--- src/rtl/cfg_port_pkg.sv ---
package cfg_port_pkg;

  // Register numbers whose positions are decoded by the host side
  localparam logic [7:0] EXIT_REG  = 8'h02;
  localparam logic [7:0] EXIT_CMD  = 8'h02;
  localparam logic [7:0] LDN_REG   = 8'h07;
  localparam logic [7:0] ID_HI_REG = 8'h20;
  localparam logic [7:0] ID_LO_REG = 8'h21;
  localparam logic [7:0] REV_REG   = 8'h22;
  localparam logic [7:0] GPIO_HI_REG = 8'h62;
  localparam logic [7:0] GPIO_LO_REG = 8'h63;

  // Control-to-datapath strobes
  typedef struct packed {
    logic       locked;   // port closed this cycle
    logic       portRd;   // read on index or data port
    logic       rdIdx;    // that read targets the index port
    logic       regWr;    // accepted data-port write
    logic [7:0] regIdx;   // current register index
    logic [7:0] wrByte;   // host write byte
  } cfgStrobes_t;

  // Key byte expected at each matcher step
  function automatic logic [7:0] keyByte(input logic [1:0] step);
    case (step)
      2'd0:    keyByte = 8'h87;
      2'd1:    keyByte = 8'h01;
      default: keyByte = 8'h55;
    endcase
  endfunction

endpackage

--- src/rtl/cfg_key_ctrl.sv ---
module cfg_key_ctrl
  import cfg_port_pkg::*;
#(
  parameter int                 ADDR_W     = 16,
  parameter logic [ADDR_W-1:0]  INDEX_ADDR = 16'h002E,
  parameter logic [ADDR_W-1:0]  DATA_ADDR  = 16'h002F
) (
  input  logic              clk,
  input  logic              rstN,
  input  logic              ioWrEn,
  input  logic              ioRdEn,
  input  logic [ADDR_W-1:0] ioAddr,
  input  logic [7:0]        ioWrData,
  output cfgStrobes_t       strobes,
  output logic              unlocked
);

  localparam logic [1:0] LAST_STEP = 2'd3;

  logic       unlockedQ;
  logic [1:0] keyStep;
  logic [7:0] idxQ;
  logic       idxHit;
  logic       dataHit;
  logic       idxWr;
  logic       keyMatch;
  logic       exitHit;

  assign idxHit   = (ioAddr == INDEX_ADDR);
  assign dataHit  = (ioAddr == DATA_ADDR);
  assign idxWr    = ioWrEn && idxHit;
  assign keyMatch = (ioWrData == keyByte(keyStep));

  always_comb begin
    strobes.locked = !unlockedQ;
    strobes.portRd = ioRdEn && (idxHit || dataHit);
    strobes.rdIdx  = idxHit;
    strobes.regWr  = ioWrEn && dataHit && unlockedQ;
    strobes.regIdx = idxQ;
    strobes.wrByte = ioWrData;
  end

  assign exitHit  = strobes.regWr && (idxQ == EXIT_REG) && (ioWrData == EXIT_CMD);
  assign unlocked = unlockedQ;

  always_ff @(posedge clk) begin
    if (!rstN) begin
      unlockedQ <= 1'b0;
      keyStep   <= 2'd0;
      idxQ      <= 8'h00;
    end else if (!unlockedQ) begin
      if (idxWr) begin
        if (keyMatch) begin
          if (keyStep == LAST_STEP) begin
            unlockedQ <= 1'b1;
            keyStep   <= 2'd0;
          end else begin
            keyStep <= keyStep + 2'd1;
          end
        end else if (ioWrData == keyByte(2'd0)) begin
          keyStep <= 2'd1;
        end else begin
          keyStep <= 2'd0;
        end
      end
    end else begin
      if (exitHit) begin
        unlockedQ <= 1'b0;
        idxQ      <= 8'h00;
      end else if (idxWr) begin
        idxQ <= ioWrData;
      end
    end
  end

  // opening happens only on the last key byte at the index port
  assert_unlock_on_key_R2: assert property (@(posedge clk) disable iff (!rstN)
    $rose(unlockedQ) |-> $past(idxWr && keyStep == LAST_STEP && ioWrData == 8'h55));

  // a stray 0x87 while locked restarts the matcher at step one
  assert_restart_on_first_R3: assert property (@(posedge clk) disable iff (!rstN)
    (!unlockedQ && idxWr && ioWrData == 8'h87 && keyStep != 2'd0) |=> (keyStep == 2'd1));

  // the exit command always closes the port
  assert_exit_relocks_R9: assert property (@(posedge clk) disable iff (!rstN)
    (unlockedQ && ioWrEn && dataHit && idxQ == EXIT_REG && ioWrData == EXIT_CMD)
      |=> (!unlockedQ && idxQ == 8'h00));

endmodule

--- src/rtl/cfg_reg_bank.sv ---
module cfg_reg_bank
  import cfg_port_pkg::*;
#(
  parameter int          NUM_LDN    = 8,
  parameter int          BANK_DEPTH = 16,
  parameter logic [7:0]  BANK_LO    = 8'h60,
  parameter int          GPIO_LDN   = 7,
  parameter logic [15:0] CHIP_ID    = 16'h5A31,
  parameter logic [3:0]  REVISION   = 4'h6
) (
  input  logic        clk,
  input  logic        rstN,
  input  cfgStrobes_t strobes,
  output logic [7:0]  ioRdData,
  output logic [15:0] gpioBase
);

  localparam int         LDN_W     = (NUM_LDN > 1) ? $clog2(NUM_LDN) : 1;
  localparam int         BANK_W    = (BANK_DEPTH > 1) ? $clog2(BANK_DEPTH) : 1;
  localparam logic [8:0] BANK_END  = 9'(BANK_LO) + 9'(BANK_DEPTH);
  localparam logic [8:0] NUM_LDN_B = 9'(NUM_LDN);
  localparam logic [7:0] GPIO_LDN_B  = 8'(GPIO_LDN);
  localparam logic [BANK_W-1:0] GPIO_HI_OFF = BANK_W'(GPIO_HI_REG - BANK_LO);
  localparam logic [BANK_W-1:0] GPIO_LO_OFF = BANK_W'(GPIO_LO_REG - BANK_LO);

  logic [7:0]        ldnSel;
  logic [7:0]        bankMem [NUM_LDN][BANK_DEPTH];
  logic [LDN_W-1:0]  ldnIdx;
  logic [BANK_W-1:0] bankOff;
  logic              inBank;
  logic              ldnOk;
  logic              bankWr;
  logic [7:0]        readVal;
  logic              gpioWr;

  assign ldnIdx  = ldnSel[LDN_W-1:0];
  assign ldnOk   = ({1'b0, ldnSel} < NUM_LDN_B);
  assign inBank  = (strobes.regIdx >= BANK_LO) && ({1'b0, strobes.regIdx} < BANK_END);
  assign bankOff = BANK_W'(strobes.regIdx - BANK_LO);
  assign bankWr  = strobes.regWr && inBank && ldnOk;

  // Device select
  always_ff @(posedge clk) begin
    if (!rstN) begin
      ldnSel <= 8'h00;
    end else if (strobes.regWr && strobes.regIdx == LDN_REG) begin
      ldnSel <= strobes.wrByte;
    end
  end

  // Banked register file
  always_ff @(posedge clk) begin
    if (!rstN) begin
      for (int d = 0; d < NUM_LDN; d++) begin
        for (int r = 0; r < BANK_DEPTH; r++) begin
          bankMem[d][r] <= 8'h00;
        end
      end
    end else if (bankWr) begin
      bankMem[ldnIdx][bankOff] <= strobes.wrByte;
    end
  end

  // Register read mux
  always_comb begin
    readVal = 8'hFF;
    if (strobes.regIdx == EXIT_REG) begin
      readVal = 8'h00;
    end else if (strobes.regIdx == LDN_REG) begin
      readVal = ldnSel;
    end else if (strobes.regIdx == ID_HI_REG) begin
      readVal = CHIP_ID[15:8];
    end else if (strobes.regIdx == ID_LO_REG) begin
      readVal = CHIP_ID[7:0];
    end else if (strobes.regIdx == REV_REG) begin
      readVal = {4'h0, REVISION};
    end else if (inBank && ldnOk) begin
      readVal = bankMem[ldnIdx][bankOff];
    end
  end

  // Registered host read data
  always_ff @(posedge clk) begin
    if (!rstN) begin
      ioRdData <= 8'hFF;
    end else if (strobes.portRd) begin
      if (strobes.locked) begin
        ioRdData <= 8'hFF;
      end else if (strobes.rdIdx) begin
        ioRdData <= strobes.regIdx;
      end else begin
        ioRdData <= readVal;
      end
    end
  end

  generate
    if (GPIO_LDN < NUM_LDN) begin : g_gpioBase
      assign gpioBase = {bankMem[GPIO_LDN][GPIO_HI_OFF], bankMem[GPIO_LDN][GPIO_LO_OFF]};
    end else begin : g_noGpio
      assign gpioBase = 16'h0000;
    end
  endgenerate

  assign gpioWr = strobes.regWr && (ldnSel == GPIO_LDN_B) &&
                  (strobes.regIdx == GPIO_HI_REG || strobes.regIdx == GPIO_LO_REG);

  // a read while locked always yields 0xFF
  assert_locked_reads_ff_R4: assert property (@(posedge clk) disable iff (!rstN)
    (strobes.portRd && strobes.locked) |=> (ioRdData == 8'hFF));

  // the device select moves only on a write to its register
  assert_ldn_hold_R7: assert property (@(posedge clk) disable iff (!rstN)
    !(strobes.regWr && strobes.regIdx == LDN_REG) |=> $stable(ldnSel));

  // the GPIO base moves only on a write to its bytes in the GPIO bank
  assert_gpio_base_hold_R8: assert property (@(posedge clk) disable iff (!rstN)
    !gpioWr |=> $stable(gpioBase));

  // without a read strobe the read byte is held
  assert_rd_hold_R5: assert property (@(posedge clk) disable iff (!rstN)
    !strobes.portRd |=> $stable(ioRdData));

endmodule

--- src/rtl/keyed_cfg_port.sv ---
module keyed_cfg_port
  import cfg_port_pkg::*;
#(
  parameter int                ADDR_W     = 16,
  parameter logic [ADDR_W-1:0] INDEX_ADDR = 16'h002E,
  parameter logic [ADDR_W-1:0] DATA_ADDR  = 16'h002F,
  parameter int                NUM_LDN    = 8,
  parameter int                BANK_DEPTH = 16,
  parameter logic [7:0]        BANK_LO    = 8'h60,
  parameter int                GPIO_LDN   = 7,
  parameter logic [15:0]       CHIP_ID    = 16'h5A31,
  parameter logic [3:0]        REVISION   = 4'h6
) (
  input  logic              clk,
  input  logic              rstN,
  input  logic              ioWrEn,
  input  logic              ioRdEn,
  input  logic [ADDR_W-1:0] ioAddr,
  input  logic [7:0]        ioWrData,
  output logic [7:0]        ioRdData,
  output logic              cfgUnlocked,
  output logic [15:0]       gpioBase
);

  cfgStrobes_t strobes;

  cfg_key_ctrl #(
    .ADDR_W     (ADDR_W),
    .INDEX_ADDR (INDEX_ADDR),
    .DATA_ADDR  (DATA_ADDR)
  ) u_ctrl (
    .clk      (clk),
    .rstN     (rstN),
    .ioWrEn   (ioWrEn),
    .ioRdEn   (ioRdEn),
    .ioAddr   (ioAddr),
    .ioWrData (ioWrData),
    .strobes  (strobes),
    .unlocked (cfgUnlocked)
  );

  cfg_reg_bank #(
    .NUM_LDN    (NUM_LDN),
    .BANK_DEPTH (BANK_DEPTH),
    .BANK_LO    (BANK_LO),
    .GPIO_LDN   (GPIO_LDN),
    .CHIP_ID    (CHIP_ID),
    .REVISION   (REVISION)
  ) u_bank (
    .clk      (clk),
    .rstN     (rstN),
    .strobes  (strobes),
    .ioRdData (ioRdData),
    .gpioBase (gpioBase)
  );

endmodule

--- config.mk ---
export PLATFORM = sky130hd
export DESIGN_NAME = keyed_cfg_port
export DESIGN_NICKNAME = d
export VERILOG_FILES = /design/src/rtl/cfg_port_pkg.sv /design/src/rtl/cfg_key_ctrl.sv /design/src/rtl/cfg_reg_bank.sv /design/src/rtl/keyed_cfg_port.sv
export SDC_FILE = /design/constraint.sdc
export NUM_CORES = 2
export LEC_CHECK = 0
export ABC_AREA = 1
export BUFFER_PORTS_ARGS = -buffer_cell sky130_fd_sc_hd__buf_2
export CAP_MARGIN = 5
export CORE_ASPECT_RATIO = 1.2
export CORE_MARGIN = 2
export CORE_UTILIZATION = 25
export CTS_CLUSTER_SIZE = 30
export DETAILED_ROUTE_END_ITERATION = 8
export PLACE_DENSITY = 0.48
export SLEW_MARGIN = 25
export SYNTH_ARGS = -nofsm -noshare
export SYNTH_HDL_FRONTEND = slang
export SYNTH_HIERARCHICAL = 1
export SYNTH_SLANG_ARGS = --single-unit
--- constraint.sdc ---
create_clock -name clk -period 6.2 [get_ports clk]
set_input_delay 0.93 -clock clk [delete_from_list [all_inputs] [get_ports clk]]
set_output_delay 0.93 -clock clk [all_outputs]
set_load 0.01 [all_outputs]
=== Word-level counts from Yosys, hierarchy flattened ===
Memory sizes are Yosys's and may differ from the RTL's. A register that Yosys moved wholly into a read port is not among the register bits.
Index checks and enable logic that the tools add are counted.

* Flip-flop bits (word level): 27
* Bits in writable memories: 1024
* Input bits: 28
* Output and inout port bits: 25
* Logic and storage cells: 78
* Memories kept: 1

{| class="wikitable"
|+ Memory list
! name !! depth !! bits a word !! read ports !! clocked after Yosys merged registers in !! write ports !! line !! RTL
|-
| u_bank.bankMem || 8 || 128 || 2 || 1 || 8 || cfg_reg_bank.sv:27 || <nowiki>logic [7:0] bankMem [NUM_LDN][BANK_DEPTH];</nowiki>
|}

* Add/subtract/negate cells: 2
* Order comparisons: 5
* Equal/unequal tests: 12
* Muxes and demuxes: 33
* Bitwise logic cells: 2
* Reductions and logical operators: 18

{| class="wikitable"
|+ Operator list
! operator !! number
|-
| $mux W128 || 3
|-
| $reduce_or A128 Y1 || 1
|-
| $mux W8 || 13
|-
| $bmux W8 S4 || 1
|-
| $demux W8 S4 || 1
|-
| $eq A16 B6 Y1 const B || 2
|-
| $eq A8 B6 Y1 const B || 3
|-
| $eq A8 B2 Y1 const B || 2
|-
| $pmux W8 S2 || 1
|-
| $logic_and A1 B1 Y1 || 12
|-
| $mux W1 || 9
|-
| $mux W3 || 3
|-
| $eq A8 B3 Y1 const B || 1
|-
| $eq A8 B8 Y1 || 1
|-
| $eq A8 B8 Y1 const B || 1
|-
| $ge A8 B7 Y1 const B || 1
|-
| $lt A8 B4 Y1 const B || 1
|-
| $lt A8 B7 Y1 const B || 1
|-
| $ge A5 B5 Y1 const B || 1
|-
| $lt A5 B1 Y1 const B || 1
|-
| $not A4 Y5 || 1
|-
| $mux W2 || 2
|-
| $reduce_and A2 Y1 || 2
|-
| $sub A4 B1 Y4 const B || 1
|-
| 7 further kinds || 7
|}

=== Longest topological paths before layout ===
* Depth after elaboration: 13
* Mapped depth: 20

=== Cells and area by module ===
The synthesis kept the hierarchy.

{| class="wikitable"
|+ Modules (own cells, without submodules)
! module !! instances !! cells an instance !! area each (µm²) !! seq. area each (µm²)
|-
| cfg_reg_bank || 1 || 4766 || 47694.5 || 31129.9
|-
| cfg_key_ctrl || 1 || 135 || 852.1 || 220.2
|}

=== Worst setup path after synthesis ===
OpenSTA, ideal clock, no wires.

* Path type: input port to flip-flop
* Start: in ioAddr[15]
* End: mem u_bank/bankMem[0][32] (netlist name) (enable)
* Setup time: 329 ps
* Data arrival time: 2565 ps
* Path slack: 3306 ps
* Stages: 11
* Path through: nor2_1 > nand2_1 > nor2_4 > nand3_2 > inv_2 > nand2_1 > nor2_2 > nand2_1 > nor2_4 > nand2_2 > nand2_1

{| class="wikitable"
|+ RTL lines
! item !! line !! RTL
|-
| start, declared || keyed_cfg_port.sv:18 || <nowiki>input logic [ADDR_W-1:0] ioAddr,</nowiki>
|-
| end, declared || cfg_reg_bank.sv:27 ||
|}

==> results.txt <==
- The run finished with clean final reports.
- In this run the critical register-to-register path is captured at u_bank/ioRdData[5]$_SDFFE_PN1P_.
- Area share of and/or/nand/nor cells after synthesis: 22.3%
- During placement, the flow inserted port buffers numbering 52.
* Final period util: 62.0%
- The final layout contains 4,773 nets.
- Number of placed I/O pins: 53
* Worst slack on hold paths: 475 ps
- Global-route wire length before repair: 229 mm
- On the final layout, the worst clock skew is 25.9 ps.
- Post-CTS repair changed the size of 0 cells.
- STA puts the critical path data arrival time at 4470 ps.
- Counting every net in the synthesized netlist gives 4,932.
- In this run the most critical hold path is launched from u_bank/ioRdData[5]$_SDFFE_PN1P_.
- Startpoint kind of the worst setup timing path: flip-flop
- In this run the register-to-register setup slack is 2360 ps.
* Largest net degree at the start of global routing: 222
- Number of hold violations in the final report: 0
- For this run, the detailed router's first-pass iteration total came to 6.
- Adding up every negative setup slack in the final design gives 0 ps.
* Clock sink count: 1,054
- Detailed-route via count: 35,200
- Effective utilization at floorplan: 25.1%
- Ratio of routed vias to standard cells: 4.75
- The mapped netlist covers 48,500 um2.
* Top post-synthesis cells by count: nor2_1, edfxtp_1, o21ai_0, nand2_1, nand3_1
- Final worst path period need: 3840 ps
- In this run, synthesis produced a sequential element count of 1,054.
- Ranked by total cell area, the synthesized netlist is headed by edfxtp_1, nor2_1, o21ai_0.
- For this run, the top clock speed supported by timing is 260 MHz.
* Max-cap viol count: 0
- After clock tree synthesis, the flow added hold-fix buffers numbering 0.
* Count of antenna-violating nets left after detailed routing: 0
- The final max-slew violation count is 0.
- Detailed Place HPWL: 94.4 mm
* Synthesized instance count: 4,901
* Share of post-route cells with drive strength above 1: 9.19%
- After synthesis, flip-flops and latches occupy 64.6% of the total area.
- The worst-case IR drop observed on VDD is 202 uV.
- Averaged over all synthesized cells, the footprint is 9.91 um2.
- In this run the static leakage power is 19.2 nW.
* DIE WIDTH: 406 um
* YS warnings: 6
- Routability cong.: 0.835
* Die Span Y: 487 um
* Multiplexer share of the synthesized area: 0%
* Dominant combinational cell family by area after synthesis: simple AND/OR/NAND/NOR gates
- The critical path is of the flip-flop to flip-flop type.
* Netlist cell types: 35
- Final Total Pwr: 15.3 mW
* Synth Area in XOR/XNOR: 0.0180%
* Hold Path Cell Cnt: 2
* CP required: 6830 ps
- The number of setup buffers added after CTS is 0.
- Area of the core region: 193,000 um2
* Share of synthesized registers carrying an async set or reset: 0%
- In this run the tightest slew margin relative to its limit is 28.9%.
* Unrepaired setup endpoints after global routing: no
- The number of global-route vias before repair was 34,900.
* Number of DRC violations after detailed-routing iteration 0: 3,143
- The path with the worst hold slack has its endpoint at u_bank/ioRdData[5]$_SDFFE_PN1P_.
* Total global-route track usage: 15.5%
- Summed over its instances, the top area cell type makes up 63.3% of the synthesized netlist area.
- Maximum buffer depth of the clock tree: 3
- Post-Synth Adder-Cell Area: 0.0773%
- The number of antenna violations at the first check in global routing is 2.
- Area enclosed by the die boundary: 198,000 um2
- Routed length per instance: 21.2 um
- The clock tree synthesis step divided the H-tree into 3 levels.
- Routed wire length: 157 mm
- The worst hold path belongs to the class flip-flop to flip-flop.
- Endpoint kind of the worst setup timing path: flip-flop
* Worst-Margin Slew: 1070 ps
* Library cell with the highest instance count after synthesis: nor2_1
- Total DRC errors in the routed layout: 0
- Biggest area consumer among synthesized cells: edfxtp_1
- The worst register-to-register path has a depth of 18.
- Clock insertion delay at the later pin of the skew report: 740 ps
- Pwr/cell area: 282 nW/um2
- Counting the buffers created by CTS gives 108.
- Summing the areas of all compound-gate instances in the mapped netlist gives 8.48% of the synthesized area.
* Count of final setup violators: 0
- CTS Root Buffer Type: clkbuf_16
* Worst Path Max Fanout: 221
* Leftover overflow at the end of global routing: 0
- Synth-to-Final Area Change: 11.8%
* CTS tree: yes
- Clock-pin slew was measured on the worst setup and hold paths at 60 ps.
- Filler Cells Inserted: 20,200
* Count of flip-flops with a built-in enable after synthesis: 1,024
- Most used DFF post-synth: edfxtp_1
- The initialized floorplan defines 177 standard-cell rows.
-- stage by stage --
step | util (%) | setup slack, ps | cell area [um2] | instances
floorplan | - | 3310 | 48500 | 4901
global placement | 26.3 | 2030 | 50800 | 7225
detailed placement | 26.3 | 2060 | 50800 | 7227
CTS | 28.1 | 2380 | 54300 | 7424
global route | 28.1 | 2110 | 54300 | 7425
finish | 28.1 | 2360 | 54300 | 7425
-- layer usage --
layer	global-route usage (%)	part of all wire [%]	vias to the layer above
met5	0	0.011	-
met4	5.61	3.3	2
met3	1.92	5.5	223
met2	27.2	50	1136
met1	19.5	41	17500
li1	-	-	16400
-- logic make-up after synthesis --
logic type | after synthesis
compound gates | 724
fa+ha+maj | 3
simple gates | 2638
xor+xnor | 1
buf+inv | 481
flops | 1054
-- report_power, final --
part	internal (mW)	switching (mW)
clock network	3.61	2.81
registers	8.13	0.106
logic	0.105	0.511
total	11.8	3.43
-- critical path: stages (launching register included) --
cell,delay (ps)
dfxtp_4,810
inv_16,380
buf_4,420
nand2_1,130
nand2_1,50
nand2_1,50
nand3_1,140
nand3_1,160
nand2_1,80
nor2_1,340
nor2_1,80
nor2_1,340
nand3_1,200
nand3_1,120
nand2_1,60
nand2_1,70
nand2_1,60
nand2_1,70
nand2_1,50
-- state kept, by name, summed over array words and instances, names as in the netlist, named ones only --
signal and cells:
u_bank/ldnSel 8, u_bank/ioRdData 8, u_ctrl/unlocked 1, u_ctrl/idxQ 8, u_bank/bankMem 1024, u_ctrl/keyStep 2
-- area by class of cell --
type	instances	area, um2	area share, %
repair buffers	109	747	1.38
clock buffers	135	2830	5.21
inverters	103	449	0.828
well taps	2595	3250	5.98
multi-input cells	3366	15000	27.7
flip-flops and latches	1054	31400	57.8
clock inverters	62	599	1.10
diodes	1	2.50	0.00461
-- worst max path at each step --
stage	from	end	slack, ps	cells past startpoint
2_1_floorplan	ioAddr[15]	u_bank/bankMem[0][32]$_SDFFCE_PN0P_	3310	11
3_3_place_gp	ioAddr[15]	u_bank/bankMem[4][59]$_SDFFCE_PN0P_	2030	12
3_5_place_dp	rstN	u_bank/bankMem[0][95]$_SDFFCE_PN0P_	2060	7
4_1_cts	flip-flop	u_bank/ioRdData[5]$_SDFFE_PN1P_	2380	18
5_1_grt	flip-flop	u_bank/ioRdData[4]$_SDFFE_PN1P_	2110	14
6_report	flip-flop	u_bank/ioRdData[5]$_SDFFE_PN1P_	2360	18
-- layout by cell type, fill, tap and decap left out, drive strengths merged, types with 13 or more instances in the layout --
| cell | instances |
|---|---|
| a21oi | 47 |
| o211ai | 169 |
| clkinv | 54 |
| o21ai | 483 |
| inv | 100 |
| nand3 | 227 |
| buf | 109 |
| nand4 | 27 |
| o221ai | 13 |
| edfxtp | 1024 |
| clkbuf | 135 |
| nand2 | 521 |
| dfxtp | 30 |
| nor2 | 1849 |
(Power assumes the default switching activity.)
